[src/rtl/lsag_pkg.sv]
package lsag_pkg;

    localparam int OPC_W = 5;

    typedef enum logic [OPC_W-1:0] {
        OPC_LD  = 5'd1,
        OPC_LDR = 5'd2,
        OPC_ST  = 5'd3,
        OPC_STR = 5'd4,
        OPC_LA  = 5'd5,
        OPC_LAR = 5'd6
    } ls_opc_e;

    typedef enum logic [1:0] {
        ACC_NONE  = 2'b00,
        ACC_READ  = 2'b01,
        ACC_WRITE = 2'b10
    } acc_e;

    typedef struct packed {
        logic hit;
        acc_e acc;
        logic use_pc;
    } ctl_t;

endpackage

[src/rtl/lsag_decode.sv]
module lsag_decode
    import lsag_pkg::*;
#(
    parameter int XLEN = 32,
    parameter int RAW  = 5,
    parameter int C1_W = 22,
    parameter int C2_W = 17
) (
    input  logic [XLEN-1:0] instr,
    output ctl_t            ctl,
    output logic [RAW-1:0]  ra,
    output logic [RAW-1:0]  rb,
    output logic [XLEN-1:0] c1_ext,
    output logic [XLEN-1:0] c2_ext
);
    localparam int OPC_LSB = XLEN - OPC_W;
    localparam int RA_LSB  = OPC_LSB - RAW;
    localparam int RB_LSB  = RA_LSB - RAW;

    logic [OPC_W-1:0] opc;
    logic [C1_W-1:0]  c1;
    logic [C2_W-1:0]  c2;

    assign opc = instr[XLEN-1:OPC_LSB];
    assign ra  = instr[OPC_LSB-1:RA_LSB];
    assign rb  = instr[RA_LSB-1:RB_LSB];
    assign c1  = instr[C1_W-1:0];
    assign c2  = instr[C2_W-1:0];

    assign c1_ext = {{(XLEN-C1_W){c1[C1_W-1]}}, c1};
    assign c2_ext = {{(XLEN-C2_W){c2[C2_W-1]}}, c2};

    always_comb begin
        ctl = '0;
        case (opc)
            OPC_LD:  ctl = '{hit: 1'b1, acc: ACC_READ,  use_pc: 1'b0};
            OPC_LDR: ctl = '{hit: 1'b1, acc: ACC_READ,  use_pc: 1'b1};
            OPC_ST:  ctl = '{hit: 1'b1, acc: ACC_WRITE, use_pc: 1'b0};
            OPC_STR: ctl = '{hit: 1'b1, acc: ACC_WRITE, use_pc: 1'b1};
            OPC_LA:  ctl = '{hit: 1'b1, acc: ACC_NONE,  use_pc: 1'b0};
            OPC_LAR: ctl = '{hit: 1'b1, acc: ACC_NONE,  use_pc: 1'b1};
            default: ctl = '{hit: 1'b0, acc: ACC_NONE,  use_pc: 1'b0};
        endcase
    end
endmodule

[src/rtl/lsag_agen.sv]
module lsag_agen #(
    parameter int XLEN       = 32,
    parameter int RAW        = 5,
    parameter int PC_STEP    = 4,
    parameter bit ZERO_BASE0 = 1'b1
) (
    input  logic            use_pc,
    input  logic [RAW-1:0]  rb,
    input  logic [XLEN-1:0] rb_data,
    input  logic [XLEN-1:0] pc,
    input  logic [XLEN-1:0] c1_ext,
    input  logic [XLEN-1:0] c2_ext,
    output logic [XLEN-1:0] addr
);
    logic [XLEN-1:0] reg_base;
    logic [XLEN-1:0] base;
    logic [XLEN-1:0] offs;

    generate
        if (ZERO_BASE0) begin : g_zero_base
            assign reg_base = (rb == '0) ? '0 : rb_data;
        end else begin : g_plain_base
            logic unused_rb;
            assign unused_rb = ^rb;
            assign reg_base  = rb_data;
        end
    endgenerate

    // One adder; the form only steers its operands.
    assign base = use_pc ? (pc + XLEN'(PC_STEP)) : reg_base;
    assign offs = use_pc ? c1_ext : c2_ext;
    assign addr = base + offs;
endmodule

[src/rtl/lsag_top.sv]
module lsag_top
    import lsag_pkg::*;
#(
    parameter int XLEN    = 32,
    parameter int RAW     = 5,
    parameter int C1_W    = 22,
    parameter int C2_W    = 17,
    parameter int PC_STEP = 4
) (
    input  logic            clk,
    input  logic            rst_n,
    input  logic            in_valid,
    input  logic [XLEN-1:0] instr,
    input  logic [XLEN-1:0] pc,
    output logic [RAW-1:0]  rb_sel,
    input  logic [XLEN-1:0] rb_data,
    output logic            res_valid,
    output logic            res_hit,
    output logic [1:0]      res_kind,
    output logic [RAW-1:0]  res_reg,
    output logic [XLEN-1:0] res_addr
);
    typedef struct packed {
        logic            valid;
        logic            hit;
        acc_e            acc;
        logic [RAW-1:0]  rnum;
        logic [XLEN-1:0] addr;
    } res_t;

    ctl_t            ctl;
    logic [RAW-1:0]  ra;
    logic [RAW-1:0]  rb;
    logic [XLEN-1:0] c1_ext;
    logic [XLEN-1:0] c2_ext;
    logic [XLEN-1:0] agen_addr;
    res_t            res_d;
    res_t            res_q;

    lsag_decode #(
        .XLEN (XLEN),
        .RAW  (RAW),
        .C1_W (C1_W),
        .C2_W (C2_W)
    ) u_decode (
        .instr  (instr),
        .ctl    (ctl),
        .ra     (ra),
        .rb     (rb),
        .c1_ext (c1_ext),
        .c2_ext (c2_ext)
    );

    lsag_agen #(
        .XLEN       (XLEN),
        .RAW        (RAW),
        .PC_STEP    (PC_STEP),
        .ZERO_BASE0 (1'b1)
    ) u_agen (
        .use_pc  (ctl.use_pc),
        .rb      (rb),
        .rb_data (rb_data),
        .pc      (pc),
        .c1_ext  (c1_ext),
        .c2_ext  (c2_ext),
        .addr    (agen_addr)
    );

    assign rb_sel = rb;

    always_comb begin
        res_d       = res_q;
        res_d.valid = in_valid;
        if (in_valid) begin
            if (ctl.hit) begin
                res_d.hit  = 1'b1;
                res_d.acc  = ctl.acc;
                res_d.rnum = ra;
                res_d.addr = agen_addr;
            end else begin
                res_d.hit  = 1'b0;
                res_d.acc  = ACC_NONE;
                res_d.rnum = '0;
                res_d.addr = '0;
            end
        end
    end

    always_ff @(posedge clk or negedge rst_n) begin
        if (!rst_n) begin
            res_q <= '0;
        end else begin
            res_q <= res_d;
        end
    end

    assign res_valid = res_q.valid;
    assign res_hit   = res_q.hit;
    assign res_kind  = res_q.acc;
    assign res_reg   = res_q.rnum;
    assign res_addr  = res_q.addr;


    valid_follows_chk: assert property (@(posedge clk) disable iff (!rst_n)
        in_valid |=> res_valid);


    idle_hold_chk: assert property (@(posedge clk) disable iff (!rst_n)
        !in_valid |=> (!res_valid && $stable(res_addr) && $stable(res_kind)
                       && $stable(res_reg) && $stable(res_hit)));


    kind_legal_chk: assert property (@(posedge clk) disable iff (!rst_n)
        res_kind != 2'b11);


    miss_clear_chk: assert property (@(posedge clk) disable iff (!rst_n)
        (res_valid && !res_hit) |-> (res_kind == 2'b00 && res_addr == '0
                                     && res_reg == '0));


    zero_base_chk: assert property (@(posedge clk) disable iff (!rst_n)
        (in_valid && ctl.hit && !ctl.use_pc && rb == '0)
            |=> res_addr == $past(c2_ext));


    reg_field_chk: assert property (@(posedge clk) disable iff (!rst_n)
        (in_valid && ctl.hit) |=> res_reg == $past(instr[XLEN-OPC_W-1:XLEN-OPC_W-RAW]));
endmodule

[config.mk]
export PLATFORM = sky130hd
export DESIGN_NAME = lsag_top
export DESIGN_NICKNAME = d
export VERILOG_FILES = /design/src/rtl/lsag_pkg.sv /design/src/rtl/lsag_decode.sv /design/src/rtl/lsag_agen.sv /design/src/rtl/lsag_top.sv
export SDC_FILE = /design/constraint.sdc
export NUM_CORES = 1
export LEC_CHECK = 0
export BUFFER_PORTS_ARGS = -buffer_cell sky130_fd_sc_hd__buf_4
export CORE_MARGIN = 3
export CORE_UTILIZATION = 52
export CTS_CLUSTER_SIZE = 14
export DETAILED_ROUTE_END_ITERATION = 7
export GPL_TIMING_DRIVEN = 1
export PLACE_DENSITY = 0.82
export SYNTH_ARGS = -nofsm -noshare
export SYNTH_HDL_FRONTEND = slang
export SYNTH_SLANG_ARGS = --single-unit
[constraint.sdc]
create_clock -name clk -period 1.17 [get_ports clk]
set_input_delay 0.117 -clock clk [delete_from_list [all_inputs] [get_ports clk]]
set_output_delay 0.117 -clock clk [all_outputs]
set_load 0.005 [all_outputs]
==> results of run 1 <==
==> per-stage QoR <==
stage	area, µm²	utilization (%)
CTS	7190	90.7
detailed placement	6760	85.3
global placement	6760	85.3
floorplan	4490	-
==> timing repair <==
item / 4_1_cts
hold buffers: 1
pin swaps: 41
resized for setup: 45
setup endpoints to repair: 35
endpoints found under the hold margin: 41
buffers inserted: 11
==> synth_stat cells (19+ instances only) <==
cell      instances  share of area, %
nand2_1          63               5.5
o21ai_0          50               5.8
dfrtp_1          41                24
inv_1            40               3.5
ha_1             39                11
xor2_1           34               6.9
a21oi_1          31               3.6
nand3_1          27               3.1
o22ai_1          26               3.8
xnor2_1          21               4.2
a21o_1           20               3.5
nor2_1           20               1.7
clkbuf_1         19               1.6
==> logic make-up after synthesis <==
| kind of cell | after synthesis | synth area share [%] |
|---|---|---|
| multiplexers | 2 | 0.462 |
| adder cells (fa/ha/maj) | 40 | 11.7 |
| buffers and inverters | 70 | 6.81 |
| XOR/XNOR | 55 | 11.1 |
| AO/OA/AOI/OAI | 170 | 25.5 |
| flip-flops | 41 | 23.7 |
| AND/OR/NAND/NOR | 176 | 20.7 |
==> per-layer routing <==
| metal | overflow | GRT usage (%) |
|---|---|---|
| met1 | 4 | 81.4 |
| met2 | 432 | 117 |
| met3 | 7 | 69.4 |
| met4 | 131 | 100 |
| met5 | 0 | 22.5 |
==> impl_metrics.env, run 1 <==
export IMPL_dp_hpwl_um=12900
export IMPL_die_x_um=97.3
export IMPL_synth_seq_cells=41
export IMPL_async_reset_ff_share_pct=100
export IMPL_track_usage_pct=89.9
export IMPL_haltStage="5_1_grt"
export IMPL_ys_types=59
export IMPL_clockRootBuffer="clkbuf_8"
export IMPL_clock_sinks=41
export IMPL_error_line="[ERROR GRT-0232] Routing congestion too high. Check the congestion heatmap in the GUI."
export IMPL_synth_area_mm2=0.00434
export IMPL_grt_repair_worst_endpoint="res_addr[28]$_DFFE_PN0P_/D"
export IMPL_synth_edf_count=0
export IMPL_ios=145
export IMPL_synth_seq_area_share_pct=23.7
export IMPL_dp_cells=936
export IMPL_yosysWarnings=0
export IMPL_synthCells=554
export IMPL_start_util_pct=54.7
export IMPL_synth_fp_nets=693
export IMPL_status="stopped before the end"
export IMPL_rows=32
export IMPL_cts_buffers=5
export IMPL_grt_remaining_overflow=574
export IMPL_die_h_um=97.3
export IMPL_synth_ff_type="dfrtp_1"
export IMPL_antenna_found_initial=5
export IMPL_clock_path_buffers=2
export IMPL_port_buffers=144
export IMPL_grt_max_degree=42
export IMPL_routabilityCongestion=0.953
export IMPL_avgSynthCellArea_um2=7.83
export IMPL_htree_levels=2
export IMPL_worst_ep_kind="register input"
export IMPL_dp_slack_ns=-2.37
==> inputs of run 2 (changes only) <==
--- a/config.mk
+++ b/config.mk
@@ -7,11 +7,10 @@
 export LEC_CHECK = 0
 export BUFFER_PORTS_ARGS = -buffer_cell sky130_fd_sc_hd__buf_4
 export CORE_MARGIN = 3
-export CORE_UTILIZATION = 52
-export CTS_CLUSTER_SIZE = 14
+export CORE_UTILIZATION = 40
 export DETAILED_ROUTE_END_ITERATION = 7
 export GPL_TIMING_DRIVEN = 1
-export PLACE_DENSITY = 0.82
+export PLACE_DENSITY_LB_ADDON = 0.15
 export SYNTH_ARGS = -nofsm -noshare
 export SYNTH_HDL_FRONTEND = slang
 export SYNTH_SLANG_ARGS = --single-unit
==> impl_metrics.env, run 2 <==
export IMPL_leakagePower_nw=3.73
export IMPL_holdPathStages=3
export IMPL_mostFrequentLayoutCell="buf_4"
export IMPL_path_max_fanout=6
export IMPL_cp_required_ns=1.35
export IMPL_clock_sinks=41
export IMPL_antenna_found_initial=0
export IMPL_clkLatencyLatePin_ns=0.30
export IMPL_largest_reg_flops=32
export IMPL_wl_met2_um=6910
export IMPL_status="finished, violations left"
export IMPL_crit_type="in2reg"
export IMPL_wire_per_inst_um=15.2
export IMPL_die_h_um=110
export IMPL_r2r_slack_ns=0.18
export IMPL_final_cell_mix="buf_4, nand2_1, dfrtp_1"
export IMPL_drtIter0Drc=232
export IMPL_maxCapViolations=0
export IMPL_avgSynthCellArea_um2=7.83
export IMPL_synthCells=554
export IMPL_hold_viol_final=0
export IMPL_hp_class="in2reg"
export IMPL_ios=145
export IMPL_drive_gt1_share_pct=48.4
export IMPL_synth_fp_nets=693
export IMPL_worstHoldEndpoint="res_reg[4]"
export IMPL_slew_headroom_pct=65.4
export IMPL_dp_hpwl_um=11900
export IMPL_final_core_util_pct=72.1
export IMPL_cp_slowest_stage_delay_ns=0.55
export IMPL_yosysMostFrequentCell="nand2_1"
export IMPL_highest_layer="met4"
export IMPL_clock_path_buffers=2
export IMPL_rows=37
export IMPL_grt_max_degree=42
export IMPL_synth_edf_count=0
export IMPL_antenna_cells=0
export IMPL_clk_pin_slew_ns=0.08
export IMPL_worstRegToRegCells=3
export IMPL_core_mm2=0.0104
export IMPL_synth_seq_area_share_pct=23.7
export IMPL_irDropWorstVdd_v=0.000930
export IMPL_wirelength_um=15100
export IMPL_tns_ns=-48.25
export IMPL_r2r_end="res_addr[29]"
export IMPL_port_buffers=144
export IMPL_start_util_pct=41.6
export IMPL_synth_top_cell_by_area="dfrtp_1"
export IMPL_clockRootBuffer="clkbuf_8"
export IMPL_routed_via_density=5.23
export IMPL_grt_pass1_vias=5035
export IMPL_cts_tree="yes"
export IMPL_ys_top_cells_by_area="dfrtp_1, ha_1, xor2_1, o21ai_0, nand2_1"
export IMPL_vias=5189
export IMPL_rsz0062_at_grt="true"
export IMPL_synth_common_cells="nand2_1, o21ai_0, dfrtp_1, inv_1, ha_1"
export IMPL_powerDensity_mw_per_mm2=897
export IMPL_multi_input_area_mm2=0.00349
export IMPL_area_growth_pct=73.1
export IMPL_setup_viol=32
export IMPL_ys_types=59
export IMPL_async_reset_ff_share_pct=100
export IMPL_fmax_mhz=325
export IMPL_wl_met3_um=833
export IMPL_die_x_um=110
export IMPL_yosysTopAreaCellShare_pct=23.7
export IMPL_clock_skew_ns=0
export IMPL_dieArea_mm2=0.0121
export IMPL_endpoint_kind="flip-flop"
export IMPL_first_pass_iters=5
export IMPL_htree_levels=2
export IMPL_routabilityCongestion=0.945
export IMPL_ant_nets=0
export IMPL_fin_crit_sh_pct=263
export IMPL_reg2reg_from="res_addr[29]"
export IMPL_cts_buffers=5
export IMPL_track_usage_pct=24.1
export IMPL_critPathArrivalTime_ns=3.26
export IMPL_drv_slew=0
export IMPL_wl_met1_um=7130
export IMPL_cp_cell_sequence="buf_6, or4_4, nor2_4, nor2_4, a22o_1, ha_2, buf_4, buf_4, a21o_1, nand4_1, a311oi_2, o31a_2, a21oi_4, o31ai_4, nor4b_1, or3_1"
export IMPL_synth_area_mm2=0.00434
export IMPL_fin_crit_ns=3.08
export IMPL_synth_seq_cells=41
export IMPL_yosysWarnings=0
export IMPL_num_nets_final=995
export IMPL_drcViolationCount=0
export IMPL_seqCellArea_mm2=0.00103
export IMPL_min_from="instr[26]"
export IMPL_grt_remaining_overflow=0
export IMPL_fillers=801
export IMPL_layout_setup_ws_ns=-1.91
export IMPL_tightest_slew_ns=0.518
export IMPL_violations="negative setup slack"
export IMPL_cp_slowest_cell="or4_4"
export IMPL_grt_pass1_wl_um=23600
export IMPL_synth_ff_type="dfrtp_1"
export IMPL_startpoint_type="input port"
[run 2: cell counts after synthesis]
Identical to the previous run, type by type.
[run 2: cell type report]
| type | count | share of cell area (%) |
|---|---|---|
| flip-flops and latches | 41 | 13.7 |
| inverters | 40 | 2.00 |
| repair buffers | 325 | 33.8 |
| clock buffers | 5 | 0.917 |
| clock inverters | 3 | 0.867 |
| multi-input cells | 443 | 46.5 |
| well taps | 136 | 2.27 |
[run 2: kinds of logic (layout without fill, tap and decap cells)]
family	count (synthesis)	in the layout	synth area share, %
XOR/XNOR	55	55	11.1
flip-flops	41	41	23.7
buffers and inverters	70	373	6.81
AND/OR/NAND/NOR	176	176	20.7
AO/OA/AOI/OAI	170	170	25.5
multiplexers	2	2	0.462
adder cells (fa/ha/maj)	40	40	11.7
[run 2: worst max-delay path by stage]
stage,from,end,slack [ns],cells past startpoint
after floorplan,instr[18],res_addr[28],-1.92,14
after global placement,instr[18],res_addr[28],-2.20,15
after detailed placement,instr[18],res_addr[28],-2.34,15
final,instr[18],res_addr[29],-1.91,16
after CTS,instr[18],res_addr[28],-1.89,15
after global routing,instr[18],res_addr[29],-2.00,16
[run 2: metal layers]
| layer | global-route usage (%) | vias up |
|---|---|---|
| met4 | 6.07 | 0 |
| li1 | - | 2583 |
| met5 | 0 | - |
| met2 | 40.0 | 177 |
| met3 | 1.98 | 15 |
| met1 | 33.9 | 2414 |
[run 2: power by group]
group / total (mW) / internal, mW / switching (mW)
clock: 1.37 / 0.848 / 0.522
sequential: 1.62 / 1.54 / 0.0745
combinational: 3.74 / 2.03 / 1.72
[run 2: metrics by stage]
step                      setup slack (ns)  hold WS, ns  instance area [µm²]  power, mW  cells
after CTS                            -1.89       0.0128                 7270       6.49    985
after floorplan                      -1.92       -0.179                 4490       3.20    554
after global placement               -2.20        0.120                 6820       4.78    972
after global routing                 -2.00       0.0409                 7510       7.12    993
final                                -1.91       0.0242                 7510       6.73    993
after detailed placement             -2.34        0.132                 6820       4.84    972
[run 2: critical path: cells and delay by family]
family	cells	cell delay (ns)
adder cells (fa/ha/maj)	1	0.19
AND/OR/NAND/NOR	6	1.36
AO/OA/AOI/OAI	6	1.24
buffers and inverters	3	0.34
[run 2: timing repair]
action	in CTS	in global routing
gates cloned	0	0
hold buffers	1	0
endpoints found under the setup margin	33	38
pin swaps	28	26
endpoints found under the hold margin	41	0
resized for setup	54	44
setup buffers	6	11
Note: power is estimated with default switching activity, not from simulation.
==> inputs of run 3 (changes only) <==
--- a/config.mk
+++ b/config.mk
@@ -5,6 +5,7 @@
 export SDC_FILE = /design/constraint.sdc
 export NUM_CORES = 1
 export LEC_CHECK = 0
+export ABC_AREA = 1
 export BUFFER_PORTS_ARGS = -buffer_cell sky130_fd_sc_hd__buf_4
 export CORE_MARGIN = 3
 export CORE_UTILIZATION = 40
==> impl_metrics.env, run 3 <==
export IMPL_holdPathStages=2
export IMPL_dieArea_mm2=0.0133
export IMPL_leakagePower_nw=4.68
export IMPL_clock_sinks=41
export IMPL_layout_setup_ws_ns=-1.29
export IMPL_drive_gt1_share_pct=62.7
export IMPL_fmax_mhz=406
export IMPL_worstRegToRegCells=1
export IMPL_critPathArrivalTime_ns=2.63
export IMPL_powerDensity_mw_per_mm2=827
export IMPL_synth_top_cell_by_area="dfrtp_1"
export IMPL_ios=145
export IMPL_grt_pass1_wl_um=30000
export IMPL_start_util_pct=41.3
export IMPL_fin_crit_ns=2.46
export IMPL_ys_top_cells_by_area="dfrtp_1, nand2_1, ha_1, o21ai_0, nand3_1"
export IMPL_cts_buffers=5
export IMPL_routed_via_density=5.74
export IMPL_drtIter0Drc=558
export IMPL_num_nets_final=1234
export IMPL_cp_required_ns=1.34
export IMPL_first_pass_iters=5
export IMPL_startpoint_type="input port"
export IMPL_cp_slowest_cell="ha_4"
export IMPL_antenna_found_initial=0
export IMPL_die_h_um=115
export IMPL_hold_viol_final=0
export IMPL_power_mw=8.05
export IMPL_violations="negative setup slack"
export IMPL_wirelength_um=24100
export IMPL_cp_slowest_stage_delay_ns=0.33
export IMPL_rows=39
export IMPL_maxCapViolations=0
export IMPL_final_cell_mix="buf_4, nand2_1, nand2_2"
export IMPL_hp_class="in2reg"
export IMPL_wire_per_inst_um=19.4
export IMPL_synth_ff_type="dfrtp_1"
export IMPL_ant_nets=0
export IMPL_mostFrequentLayoutCell="buf_4"
export IMPL_fillers=624
export IMPL_grt_remaining_overflow=0
export IMPL_path_depth=18
export IMPL_yosysTopAreaCellShare_pct=21.5
export IMPL_grt_max_degree=42
export IMPL_drv_slew=0
export IMPL_die_x_um=115
export IMPL_synth_seq_area_share_pct=21.5
export IMPL_yosysWarnings=0
export IMPL_path_buf_inv=4
export IMPL_yosysMostFrequentCell="nand2_1"
export IMPL_endpoint_kind="flip-flop"
export IMPL_cp_cell_sequence="buf_8, ha_4, nand3_2, nor2_1, nand2_1, xnor2_1, o21ai_2, inv_2, ha_4, nand2_4, buf_6, nor3_4, buf_4, nand4_1, nand3_1, a21oi_1, o21ai_1, nand2_1"
export IMPL_clock_skew_ns=0
export IMPL_dp_hpwl_um=14700
export IMPL_path_max_fanout=4
export IMPL_crit_type="in2reg"
export IMPL_synth_seq_cells=41
export IMPL_tns_ns=-32.03
export IMPL_synth_area_mm2=0.00478
export IMPL_routabilityCongestion=1.01
export IMPL_async_reset_ff_share_pct=100
export IMPL_avgSynthCellArea_um2=6.28
export IMPL_port_buffers=144
export IMPL_synthCells=761
export IMPL_clock_path_buffers=2
export IMPL_htree_levels=2
export IMPL_rsz0062_at_grt="true"
export IMPL_status="finished, violations left"
export IMPL_clockRootBuffer="clkbuf_16"
export IMPL_setup_viol=31
export IMPL_track_usage_pct=28.2
export IMPL_synth_common_cells="nand2_1, inv_1, nor2_1, o21ai_0, nand3_1"
export IMPL_slew_headroom_pct=66.0
export IMPL_synth_fp_nets=900
export IMPL_synth_edf_count=0
export IMPL_clkLatencyLatePin_ns=0.29
export IMPL_clk_pin_slew_ns=0.06
export IMPL_grt_pass1_vias=6229
export IMPL_core_mm2=0.0116
export IMPL_vias=7114
export IMPL_fin_crit_sh_pct=210
export IMPL_area_growth_pct=104
export IMPL_antenna_cells=0
export IMPL_irDropWorstVdd_v=0.000523
export IMPL_cts_tree="yes"
export IMPL_tightest_slew_ns=0.510
export IMPL_largest_reg_flops=32
export IMPL_critPathTopFamily="simple AND/OR/NAND/NOR gates"
export IMPL_ys_types=40
export IMPL_drcViolationCount=0
[run 3: changes by cell type after synthesis, moves of 10 or more]
cell / delta
o22ai_1: -26
o21ai_0: +14
a21o_1: -18
nand3_1: +33
xor2_1: -25
nor2_1: +50
nand2_1: +169
xnor2_1: -10
inv_1: +32
clkbuf_1: -12
a21oi_1: +22
and3_1: -15
[run 3: cells by family (layout without fill, tap and decap cells)]
logic type,count (synthesis),after routing,share of synthesized area [%]
multiplexers,4,4,0.838
flip-flops,41,41,21.5
adder cells (fa/ha/maj),40,40,10.6
AND/OR/NAND/NOR,417,417,38.7
AO/OA/AOI/OAI,144,144,16.7
buffers and inverters,95,430,8.03
XOR/XNOR,20,20,3.66
[run 3: area by class of cell]
class | instances | area [µm²] | area share (%)
clock buffer | 6 | 139 | 1.43
multi-input combinational | 625 | 5160 | 53.0
timing repair buffer | 348 | 2930 | 30.1
tap | 143 | 179 | 1.84
inverter | 74 | 290 | 2.98
sequential | 41 | 1030 | 10.5
clock inverter | 2 | 13.8 | 0.141
[run 3: stage by stage]
stage	instances	hold WS [ns]	cell area, µm²	setup slack, ns	util [%]
global placement	1180	0.119	7430	-1.57	64.2
CTS	1213	0.0371	8400	-1.24	72.7
global route	1239	0.0402	9730	-1.43	84.2
floorplan	761	-0.179	5130	-1.01	-
detailed placement	1180	0.125	7430	-1.58	64.2
finish	1239	0.0405	9730	-1.29	84.2
[run 3: report_power, final]
group          switching, mW  internal [mW]  total (mW)
clock network          0.569          0.848        1.42
registers             0.0690           1.53        1.60
logic                   2.66           2.38        5.04
total                   3.29           4.76        8.05
[run 3: what timing repair did]
action / in CTS / in global routing
hold buffers: 2 / 0
gates resized for setup: 153 / 260
setup endpoints to repair: 32 / 32
setup buffers: 22 / 27
hold endpoints to repair: 42 / 0
cloned: 3 / 2
pin swaps: 48 / 151
[run 3: path summary, 6_finish.rpt]
path | endpoint | from | slack, ns
max | res_addr[18] | pc[3] | -1.29
min | res_reg[0] | instr[22] | 0.04
max reg2reg | res_addr[0] | res_addr[0] | 0.43
min reg2reg | res_addr[19] | res_addr[19] | 0.48
max in group asynchronous | res_addr[29] | rst_n | 0.47
min in group asynchronous | res_reg[0] | rst_n | 0.33
[run 3: routing by layer]
layer	GRT usage (%)	part of all wire (%)	up-vias
li1	-	-	3183
met1	37.4	37	3301
met2	48.4	48	494
met3	2.89	8.8	136
met4	8.14	5.7	0
met5	0	0	-
==> inputs of run 4 (changes only) <==
--- a/config.mk
+++ b/config.mk
@@ -7,8 +7,10 @@
 export LEC_CHECK = 0
 export ABC_AREA = 1
 export BUFFER_PORTS_ARGS = -buffer_cell sky130_fd_sc_hd__buf_4
+export CELL_PAD_IN_SITES_DETAIL_PLACEMENT = 1
+export CELL_PAD_IN_SITES_GLOBAL_PLACEMENT = 1
 export CORE_MARGIN = 3
-export CORE_UTILIZATION = 40
+export CORE_UTILIZATION = 36
 export DETAILED_ROUTE_END_ITERATION = 7
 export GPL_TIMING_DRIVEN = 1
 export PLACE_DENSITY_LB_ADDON = 0.15
==> impl_metrics.env, run 4 <==
export IMPL_status="stopped before the end"
export IMPL_haltStage="4_1_cts"
export IMPL_error_line="[ERROR DPL-0033] detailed placement checks failed during check placement."
export IMPL_async_reset_ff_share_pct=100
export IMPL_start_util_pct=37.3
export IMPL_htree_levels=2
export IMPL_synth_area_mm2=0.00478
export IMPL_routabilityCongestion=0.959
export IMPL_synth_top_cell_by_area="dfrtp_1"
export IMPL_cts_buffers=5
export IMPL_clock_path_buffers=2
export IMPL_synth_seq_area_share_pct=21.5
export IMPL_synth_ff_type="dfrtp_1"
export IMPL_post_cts_buffers=39
export IMPL_place_area_mm2=0.00752
export IMPL_die_x_um=121
export IMPL_synth_edf_count=0
export IMPL_ios=145
export IMPL_ys_types=40
export IMPL_synth_seq_cells=41
export IMPL_synth_fp_nets=900
export IMPL_dp_hpwl_um=19300
export IMPL_clockRootBuffer="clkbuf_16"
export IMPL_clock_sinks=41
export IMPL_cts_hold_buffers=2
export IMPL_yosysMostFrequentCell="nand2_1"
export IMPL_die_h_um=121
export IMPL_avgSynthCellArea_um2=6.28
export IMPL_synthCells=761
export IMPL_ys_top_cells_by_area="dfrtp_1, nand2_1, ha_1, o21ai_0, nand3_1"
export IMPL_yosysWarnings=0
export IMPL_yosysTopAreaCellShare_pct=21.5
export IMPL_synth_common_cells="nand2_1, inv_1, nor2_1, o21ai_0, nand3_1"
export IMPL_rows=41
export IMPL_cts_resized=326
export IMPL_port_buffers=144
run 4: cell families after synthesis:
kind of cell / after synthesis / synth area share, %
AOI/OAI and AO/OA: 144 / 16.7
and+or+nand+nor: 417 / 38.7
DFF: 41 / 21.5
muxes: 4 / 0.838
buffers and inverters: 95 / 8.03
xor gates and xnor gates: 20 / 3.66
adders and majority gates: 40 / 10.6
run 4: through the flow:
step | setup WS (ns) | std cells | util (%)
floorplan | -1.01 | 761 | -
global placement | -1.63 | 1215 | 58.6
detailed placement | -1.74 | 1215 | 58.6
